## src/rtl/abq_pkg.sv

```systemverilog
package abq_pkg;
    typedef enum logic [1:0] {
        ST_RUN  = 2'd0,
        ST_PREC = 2'd1,
        ST_IMPR = 2'd2
    } abq_state_e;

    typedef enum logic {
        KIND_IMPR = 1'b0,
        KIND_PREC = 1'b1
    } abq_kind_e;
endpackage

```

## src/rtl/abq_tagpipe.sv

```systemverilog
module abq_tagpipe #(
    parameter int DEPTH = 3,
    parameter int AW    = 16
) (
    input  logic          clk_i,
    input  logic          rst_ni,
    input  logic          adv_i,
    input  logic          flush_i,
    input  logic          fetch_v_i,
    input  logic [AW-1:0] fetch_pc_i,
    input  logic          fetch_pf_i,
    output logic          ex_v_o,
    output logic [AW-1:0] ex_pc_o,
    output logic          ex_pf_o
);
    localparam int LAST = DEPTH - 1;

    logic [DEPTH-1:0] v_q;
    logic [DEPTH-1:0] pf_q;
    logic [AW-1:0]    pc_q [DEPTH];

    for (genvar i = 0; i < DEPTH; i++) begin : g_stage
        logic          src_v;
        logic          src_pf;
        logic [AW-1:0] src_pc;
        logic          kill;

        if (i == 0) begin : g_head
            assign src_v  = fetch_v_i;
            assign src_pf = fetch_pf_i;
            assign src_pc = fetch_pc_i;
        end else begin : g_body
            assign src_v  = v_q[i-1];
            assign src_pf = pf_q[i-1];
            assign src_pc = pc_q[i-1];
        end

        // younger than the branch in execute: always killed on flush;
        // the execute slot itself is killed only when it is refilled
        if (i == LAST) begin : g_exec_kill
            assign kill = flush_i & adv_i;
        end else begin : g_young_kill
            assign kill = flush_i;
        end

        always_ff @(posedge clk_i) begin
            if (!rst_ni) begin
                v_q[i]  <= 1'b0;
                pf_q[i] <= 1'b0;
                pc_q[i] <= '0;
            end else begin
                if (adv_i) begin
                    v_q[i]  <= src_v;
                    pf_q[i] <= src_pf;
                    pc_q[i] <= src_pc;
                end
                if (kill) begin
                    v_q[i] <= 1'b0;
                end
            end
        end
    end

    assign ex_v_o  = v_q[LAST];
    assign ex_pf_o = pf_q[LAST];
    assign ex_pc_o = pc_q[LAST];
endmodule

```

## src/rtl/abq_qualify.sv

```systemverilog
module abq_qualify (
    input  logic adv_i,
    input  logic ex_v_i,
    input  logic ex_pf_i,
    input  logic ex_cond_i,
    input  logic ex_intr_i,
    input  logic ex_dfault_i,
    output logic prec_o
);
    logic executes;
    logic faulted;

    always_comb begin
        executes = adv_i & ex_v_i & ex_cond_i & ~ex_intr_i;
        faulted  = ex_pf_i | ex_dfault_i;
        prec_o   = executes & faulted;
    end
endmodule

```

## src/rtl/abq_mask.sv

```systemverilog
module abq_mask (
    input  logic clk_i,
    input  logic rst_ni,
    input  logic abort_entry_i,
    input  logic irq_entry_i,
    input  logic fiq_entry_i,
    input  logic mask_we_i,
    input  logic mask_wd_i,
    input  logic imp_fault_i,
    input  logic imp_take_i,
    output logic mask_o,
    output logic pending_o
);
    logic mask_q, mask_d;
    logic pend_q, pend_d;

    always_comb begin
        mask_d = mask_q;
        if (abort_entry_i || irq_entry_i || fiq_entry_i) begin
            mask_d = 1'b1;
        end else if (mask_we_i) begin
            mask_d = mask_wd_i;
        end
        pend_d = imp_fault_i | (pend_q & ~imp_take_i);
    end

    always_ff @(posedge clk_i) begin
        if (!rst_ni) begin
            mask_q <= 1'b1;
            pend_q <= 1'b0;
        end else begin
            mask_q <= mask_d;
            pend_q <= pend_d;
        end
    end

    assign mask_o    = mask_q;
    assign pending_o = pend_q;
endmodule

```

## src/rtl/abq_fsm.sv

```systemverilog
module abq_fsm
    import abq_pkg::*;
#(
    parameter int AW = 16,
    parameter int SW = 8
) (
    input  logic          clk_i,
    input  logic          rst_ni,
    input  logic          prec_i,
    input  logic          pend_i,
    input  logic          mask_i,
    input  logic [AW-1:0] ex_pc_i,
    input  logic [SW-1:0] status_i,
    output logic          imp_go_o,
    output logic          entry_o,
    output logic          take_o,
    output logic          precise_o,
    output logic          save_o,
    output logic [AW-1:0] link_o,
    output logic [SW-1:0] saved_status_o
);
    abq_state_e    state_q, state_d;
    logic [AW-1:0] link_q;
    logic [SW-1:0] stat_q;

    assign imp_go_o = pend_i & ~mask_i & ~prec_i & (state_q == ST_RUN);

    always_comb begin
        state_d = ST_RUN;
        unique case (state_q)
            ST_RUN: begin
                if (prec_i)        state_d = ST_PREC;
                else if (imp_go_o) state_d = ST_IMPR;
            end
            ST_PREC: begin
                if (prec_i) state_d = ST_PREC;
            end
            ST_IMPR: begin
                if (prec_i) state_d = ST_PREC;
            end
            default: state_d = ST_RUN;
        endcase
        entry_o = (state_d != ST_RUN);
    end

    always_ff @(posedge clk_i) begin
        if (!rst_ni) begin
            state_q <= ST_RUN;
            link_q  <= '0;
            stat_q  <= '0;
        end else begin
            state_q <= state_d;
            if (state_d == ST_PREC) begin
                link_q <= ex_pc_i;
                stat_q <= status_i;
            end else if (state_d == ST_IMPR) begin
                link_q <= '0;
                stat_q <= status_i;
            end
        end
    end

    always_comb begin
        take_o    = 1'b0;
        precise_o = KIND_IMPR;
        unique case (state_q)
            ST_RUN: begin
                take_o = 1'b0;
            end
            ST_PREC: begin
                take_o    = 1'b1;
                precise_o = KIND_PREC;
            end
            ST_IMPR: begin
                take_o    = 1'b1;
                precise_o = KIND_IMPR;
            end
            default: take_o = 1'b0;
        endcase
        save_o         = take_o;
        link_o         = link_q;
        saved_status_o = stat_q;
    end
endmodule

```

## src/rtl/abort_qual.sv

```systemverilog
module abort_qual #(
    parameter int DEPTH = 3,
    parameter int AW    = 16,
    parameter int SW    = 8
) (
    input  logic          clk_i,
    input  logic          rst_ni,
    input  logic          adv_i,
    input  logic          flush_i,
    input  logic          fetch_v_i,
    input  logic [AW-1:0] fetch_pc_i,
    input  logic          fetch_pf_i,
    input  logic          ex_cond_i,
    input  logic          ex_intr_i,
    input  logic          ex_dfault_i,
    input  logic          imp_fault_i,
    input  logic          irq_entry_i,
    input  logic          fiq_entry_i,
    input  logic          mask_we_i,
    input  logic          mask_wd_i,
    input  logic [SW-1:0] status_i,
    output logic          take_o,
    output logic          precise_o,
    output logic [AW-1:0] link_o,
    output logic          save_o,
    output logic [SW-1:0] saved_status_o,
    output logic          mask_o,
    output logic          pending_o
);
    logic          ex_v, ex_pf, prec, imp_go, entry;
    logic [AW-1:0] ex_pc;

    abq_tagpipe #(.DEPTH(DEPTH), .AW(AW)) u_pipe (
        .clk_i(clk_i), .rst_ni(rst_ni), .adv_i(adv_i), .flush_i(flush_i),
        .fetch_v_i(fetch_v_i), .fetch_pc_i(fetch_pc_i), .fetch_pf_i(fetch_pf_i),
        .ex_v_o(ex_v), .ex_pc_o(ex_pc), .ex_pf_o(ex_pf)
    );

    abq_qualify u_qual (
        .adv_i(adv_i), .ex_v_i(ex_v), .ex_pf_i(ex_pf), .ex_cond_i(ex_cond_i),
        .ex_intr_i(ex_intr_i), .ex_dfault_i(ex_dfault_i), .prec_o(prec)
    );

    abq_mask u_mask (
        .clk_i(clk_i), .rst_ni(rst_ni), .abort_entry_i(entry),
        .irq_entry_i(irq_entry_i), .fiq_entry_i(fiq_entry_i),
        .mask_we_i(mask_we_i), .mask_wd_i(mask_wd_i),
        .imp_fault_i(imp_fault_i), .imp_take_i(imp_go),
        .mask_o(mask_o), .pending_o(pending_o)
    );

    abq_fsm #(.AW(AW), .SW(SW)) u_fsm (
        .clk_i(clk_i), .rst_ni(rst_ni), .prec_i(prec), .pend_i(pending_o),
        .mask_i(mask_o), .ex_pc_i(ex_pc), .status_i(status_i),
        .imp_go_o(imp_go), .entry_o(entry), .take_o(take_o),
        .precise_o(precise_o), .save_o(save_o), .link_o(link_o),
        .saved_status_o(saved_status_o)
    );
endmodule

```

## config.mk

```make
export PLATFORM = sky130hd
export DESIGN_NAME = abort_qual
export DESIGN_NICKNAME = d
export VERILOG_FILES = /design/src/rtl/abq_pkg.sv /design/src/rtl/abq_tagpipe.sv /design/src/rtl/abq_qualify.sv /design/src/rtl/abq_mask.sv /design/src/rtl/abq_fsm.sv /design/src/rtl/abort_qual.sv
export SDC_FILE = /design/constraint.sdc
export NUM_CORES = 1
export LEC_CHECK = 0
export CELL_PAD_IN_SITES_DETAIL_PLACEMENT = 2
export CELL_PAD_IN_SITES_GLOBAL_PLACEMENT = 2
export CORE_MARGIN = 2
export CORE_UTILIZATION = 37
export DETAILED_ROUTE_END_ITERATION = 6
export DONT_BUFFER_PORTS = 1
export GPL_TIMING_DRIVEN = 0
export PLACE_DENSITY_LB_ADDON = 0.3
export SYNTH_ARGS = -nofsm -noshare
export SYNTH_HDL_FRONTEND = slang
export SYNTH_SLANG_ARGS = --single-unit
```

## constraint.sdc

```tcl
create_clock -name clk_i -period 2.06 [get_ports clk_i]
set_input_delay 0.309 -clock clk_i [delete_from_list [all_inputs] [get_ports clk_i]]
set_output_delay 0.309 -clock clk_i [all_outputs]
set_load 0.01 [all_outputs]
```

Word level (Yosys, flattened, before mapping)
Memories as Yosys holds them, arrays and structs flattened.
Index checks and enable logic that the tools add are counted.
{"block": "word_totals", "reg_bits": 34, "mem_bits_rw": 48, "memories": 1, "wordCells": 61, "output_inout_bits": 29}
{"block": "op_classes", "eq_ne": 4, "n_bitwise": 19, "mux": 17, "n_reduce_logical": 9}
{"name": "u_pipe.pc_q", "words": 3, "word_bits": 16, "rd": 3, "rd_clocked_by_memory_dff": 0, "wr": 3, "line_no": "abq_tagpipe.sv:20", "source": "logic [AW-1:0] pc_q [DEPTH];"}
{"cell": "16-bit 2-to-1 mux", "n": 5}
{"cell": "8-bit 2-to-1 mux", "n": 2}
{"cell": "1-bit AND", "n": 9}
{"cell": "2-bit OR reduction", "n": 4}
{"cell": "1-bit 2-to-1 mux", "n": 7}
{"cell": "1-bit NOT", "n": 5}
{"cell": "1-bit OR", "n": 5}
{"cell": "2-bit by 1-bit equality test with 1-bit output, second input constant", "n": 2}
{"cell": "2-bit equality test, second input constant", "n": 2}
{"cell": "2-bit 2-to-1 mux", "n": 2}
{"cell": "2-bit one-hot mux with 2 select lines", "n": 1}
{"cell": "2-bit nonzero test", "n": 2}
{"cell": "2-bit logical NOT", "n": 1}
{"cell": "1-bit logical OR", "n": 2}

Logic depth before layout (Yosys ltp)
{"block": "depth", "word_depth": 14, "ltp_mapped": 9, "mapped_depth_nobuf": 7}

Modules after synthesis
Synthesis repeated with hierarchy kept, for this count alone.
{"block": "hier_totals", "hier_cells": 254, "area_unflattened_um2": 3250.6}
{"module": "abq_tagpipe", "cells_per_inst": 128, "seq_area_each_um2": 1561.5, "area_per_inst_um2": 2023.2, "n_inst": 1}
{"module": "abq_fsm", "cells_per_inst": 116, "seq_area_each_um2": 520.5, "area_per_inst_um2": 1128.6, "n_inst": 1}
{"module": "abq_mask", "cells_per_inst": 7, "seq_area_each_um2": 40.0, "area_per_inst_um2": 82.6, "n_inst": 1}
{"module": "abq_qualify", "cells_per_inst": 3, "seq_area_each_um2": 0.0, "area_per_inst_um2": 16.3, "n_inst": 1}

Least setup slack after synthesis
OpenSTA, ideal clock, no wires.
{"block": "synth_timing", "path_type": "input -> register", "start": "input adv_i", "end": "memory u_pipe.pc_q[0][0], enable pin", "path_buffers": 1, "setup_ps": 413, "path_stages": 2, "arrival_ps": 1735, "setup_slack_ps": -88, "path_cell_list": "clkbuf_1 -> nand2b_1"}
{"item": "start, declared", "line_no": "abort_qual.sv:8", "source": "input logic adv_i,"}
{"item": "end, declared", "line_no": "abq_tagpipe.sv:20"}

Worst setup path after layout
{"block": "layout_timing", "start": "register u_fsm.state_q[0]", "end": "register u_fsm.stat_q[0], in the netlist u_fsm.saved_status_o[0]"}
{"block": "layout_between", "elab_chain_len": 7}
{"item": "start, declared", "line_no": "abq_fsm.sv:22", "source": "abq_state_e state_q, state_d;"}
{"item": "start signal, assigned", "line_no": "abq_fsm.sv:52", "source": "state_q <= state_d;"}
{"item": "2-bit logical NOT", "line_no": "abq_fsm.sv:26, abq_fsm.sv:30"}
{"item": "1-bit AND", "line_no": "abq_fsm.sv:26", "source": "assign imp_go_o = pend_i & ~mask_i & ~prec_i & (state_q == ST_RUN);"}
{"item": "2-bit 2-to-1 mux", "line_no": "abq_fsm.sv:33", "source": "else if (imp_go_o) state_d = ST_IMPR;"}
{"item": "2-bit 2-to-1 mux", "line_no": "abq_fsm.sv:32", "source": "if (prec_i) state_d = ST_PREC;"}
{"item": "2-bit one-hot mux with 2 select lines (*)", "line_no": "abq_fsm.sv:30", "source": "unique case (state_q)"}
{"item": "2-bit by 1-bit equality test with 1-bit output / 2-bit equality test (equally long branches)", "line_no": "abq_fsm.sv:53, abq_fsm.sv:56"}
{"item": "8-bit 2-to-1 mux / 2-bit nonzero test (equally long branches)"}
{"item": "end signal, assigned", "line_no": "abq_fsm.sv:55", "source": "stat_q <= status_i;"}
{"item": "end signal, assigned", "line_no": "abq_fsm.sv:58", "source": "stat_q <= status_i;"}
{"item": "end, declared", "line_no": "abq_fsm.sv:24", "source": "logic [SW-1:0] stat_q;"}
Every way passes the cells marked *; elsewhere a longest branch is shown, timed or not.
A chain may end at the register's enable or synchronous reset.

==> metrics <==
# DRC=0; Post-Route M1 WL=3060 um; Max FO, Critical Path=10; GRT Overall Usage=15.00%; Multi-input gate area=1021 um^2; VDD IR max=476.7 uV; placed cell areas=3353 um^2; actual slew at the worst max-slew pin=1.119 ns; area grow syn2layout=15.60%; Die H=between 90 and 100 um; initial antenna violation count=0; Post-synth EDFFs=48; Port Buffers=0; final wirelength=just under 7000 um; IO Pins=between 60 and 70; die width=slightly below 100 um; min Tclk post-route=2.031 ns; dpl ws=-0.3074 ns; Crit. End Element=register; met3 routed wirelength=approximately 280 um; most frequent cells in the layout=and3_1, edfxtp_1, dfxtp_1; CTS tree=built; highest routed metal layer=met4; largest net degree at the start of global routing=49; Final setup viols=0; Vias=1970; maxcap violations=0; Vias per Instance=5.130; Reg clk slew, reported paths=0.09 ns; full die area=9453 um^2; PnR worst setup slack=around 0.03 ns; Cells after Synth=about 260; placer congestion estimate=0.7537; CP cell instances=inv_2, ha_4, o22ai_4, or3_4, ha_4, buf_8, mux2i_1, nor2_1; CTS max path bufs=2; wire length on met2=3414 um; vias in the first global route=2133; Rows=34; Yosys cell types=29; Worst path slowest cell=or3_4; async set-or-reset flop fraction in the synthesized netlist=0%; fraction of layout cells with a size suffix above 1=19.20%; Crit Path Category=register to register; unrepaired setup endpoints after global routing=true; YS warnings=0; Reg area=2125 um^2; Critical Path Max Stage Delay=0.37 ns; Util after Layout=43.26%; syn_nets=299; CTS Hold Bufs=0; H-tree depth=3; Top FF cell, synth=edfxtp_1; diodes inserted=0; Mapped Avg Cell Area=12.56 um^2; CTS buffer count=9; nature of the critical path startpoint=register; Iter 0 DRT Violations=48; Fin. Hold Viols=0; CP most frequent cell=ha_4; Max Clk Rate=0.4924 GHz; status=finished clean; Final Max Tran Viols=0; Sink Count=82; first-pass GRT wire length=about 11000 um; WL/cell=17.89 um; dpl hpwl=around 4700 um; Max transition margin=25.38%; Worst-Skew Late Latency=about 0.35 ns; required time of the critical path=roughly 2.3 ns; Layout fillers=887; Final period util=98.58%; Leak=approximately 1.5 nW; Pwr Density=863.3 nW/um^2; post-synthesis sequential area ratio=65.99%; NumNets Final=approximately 310; total grt overflow=0; Routed Antenna Nets=0; Clock Root Buffer=clkbuf_8; DR pass1 iterations=6; Core Area=8593 um^2; synthesized area=roughly 3200 um^2; worst hold-check path type=input port to register; Synth Register Bits=a little over 80; Final Power=3.209 mW; Initial Util=37.42%; WP data arrival=around 2.3 ns; Post-Route Skew=between 0.01 and 0.015 ns; design area=3717 um^2
critical path: cells and delay by family, from the launching register on:
kind                       cells  cell delay, ns
buffers and inverters          2            0.20
AOI/OAI and AO/OA              1            0.10
muxes                          1            0.19
adders and majority gates      2            0.65
and+or+nand+nor                2            0.43
DFF                            1            0.36
logic make-up (layout without fill, tap and decap cells):
kind of cell | after synthesis | in the layout | synth area share [%]
multiplexers | 14 | 14 | 4.358
buffers and inverters | 25 | 45 | 4.163
flip-flops | 82 | 82 | 65.99
AO/OA/AOI/OAI | 22 | 22 | 3.813
adder cells (fa/ha/maj) | 5 | 5 | 1.946
AND/OR/NAND/NOR | 108 | 108 | 19.73
area by class of cell:
type	count	share of cell area, %
repair buffers	4	1.279
multi-input cells	149	27.47
plain buffers	22	4.174
clock inverters	2	0.3702
clock buffers	14	5.621
well taps	108	3.635
inverters	3	0.3029
flip-flops and latches	82	57.15
synth_stat cells, drive strengths merged (2+ instances only):
cell type / count / area share, %
and3: 48 / 9.3
mux2i: 14 / 4.4
buf: 16 / 3.1
clkbuf: 6 / 0.70
dfxtp: 34 / 21
nand2: 2 / 0.23
nand2b: 19 / 3.7
edfxtp: 48 / 45
nor2: 15 / 1.8
ha: 5 / 1.9
nand3: 16 / 2.5
inv: 3 / 0.35
a21oi: 17 / 2.6
metrics by stage:
stage          hold slack (ns)  instances  TNS (ns)
2_1_floorplan           0.4272        256         0
3_3_place_gp            0.4305        364    -4.453
3_5_place_dp            0.4440        364    -6.064
4_1_cts                0.06996        380         0
5_1_grt                0.08923        384   -0.4719
6_report               0.08792        384         0
what timing repair did:
item | in CTS | in global routing
pin swaps | 0 | 3
gates cloned | 0 | 1
buffers inserted | 0 | 3
endpoints found under the setup margin | 24 | 24
gates resized for setup | 14 | 12
final timing paths:
check	startpoint	to	slack, ns	depth (start not counted)
hold reg to reg	u_pipe.ex_v_o	u_pipe.ex_v_o	0.49	2
setup reg to reg	u_fsm.state_q[0]	u_fsm.saved_status_o[0]	0.03	8
hold / removal	fiq_entry_i	u_mask.mask_o	0.09	2
setup / recovery	u_fsm.state_q[0]	u_fsm.saved_status_o[0]	0.03	8
state kept, by name, summed over array words and instances (netlist names), 2 cells and up:
| register | count |
|---|---|
| u_pipe.g_stage.src_v | 2 |
| u_fsm.state_q | 2 |
| u_pipe.g_stage.src_pf | 2 |
| u_fsm.link_o | 16 |
| u_fsm.saved_status_o | 8 |
| u_pipe.pc_q | 48 |
layer usage:
| metal | GRT usage (%) | up-vias |
|---|---|---|
| met3 | 3.957 | 10 |
| met4 | 5.769 | 0 |
| met1 | 19.14 | 963 |
| met5 | 0 | - |
| met2 | 24.52 | 49 |
| li1 | - | 948 |
where the power goes:
group          leakage, nW  total, mW  switching, mW  internal (mW)
Clock                0.116       1.24          0.577          0.666
Sequential           0.802       1.84         0.0254           1.81
Combinational        0.601      0.131         0.0808         0.0497
Power figures use the tool's default switching activity.
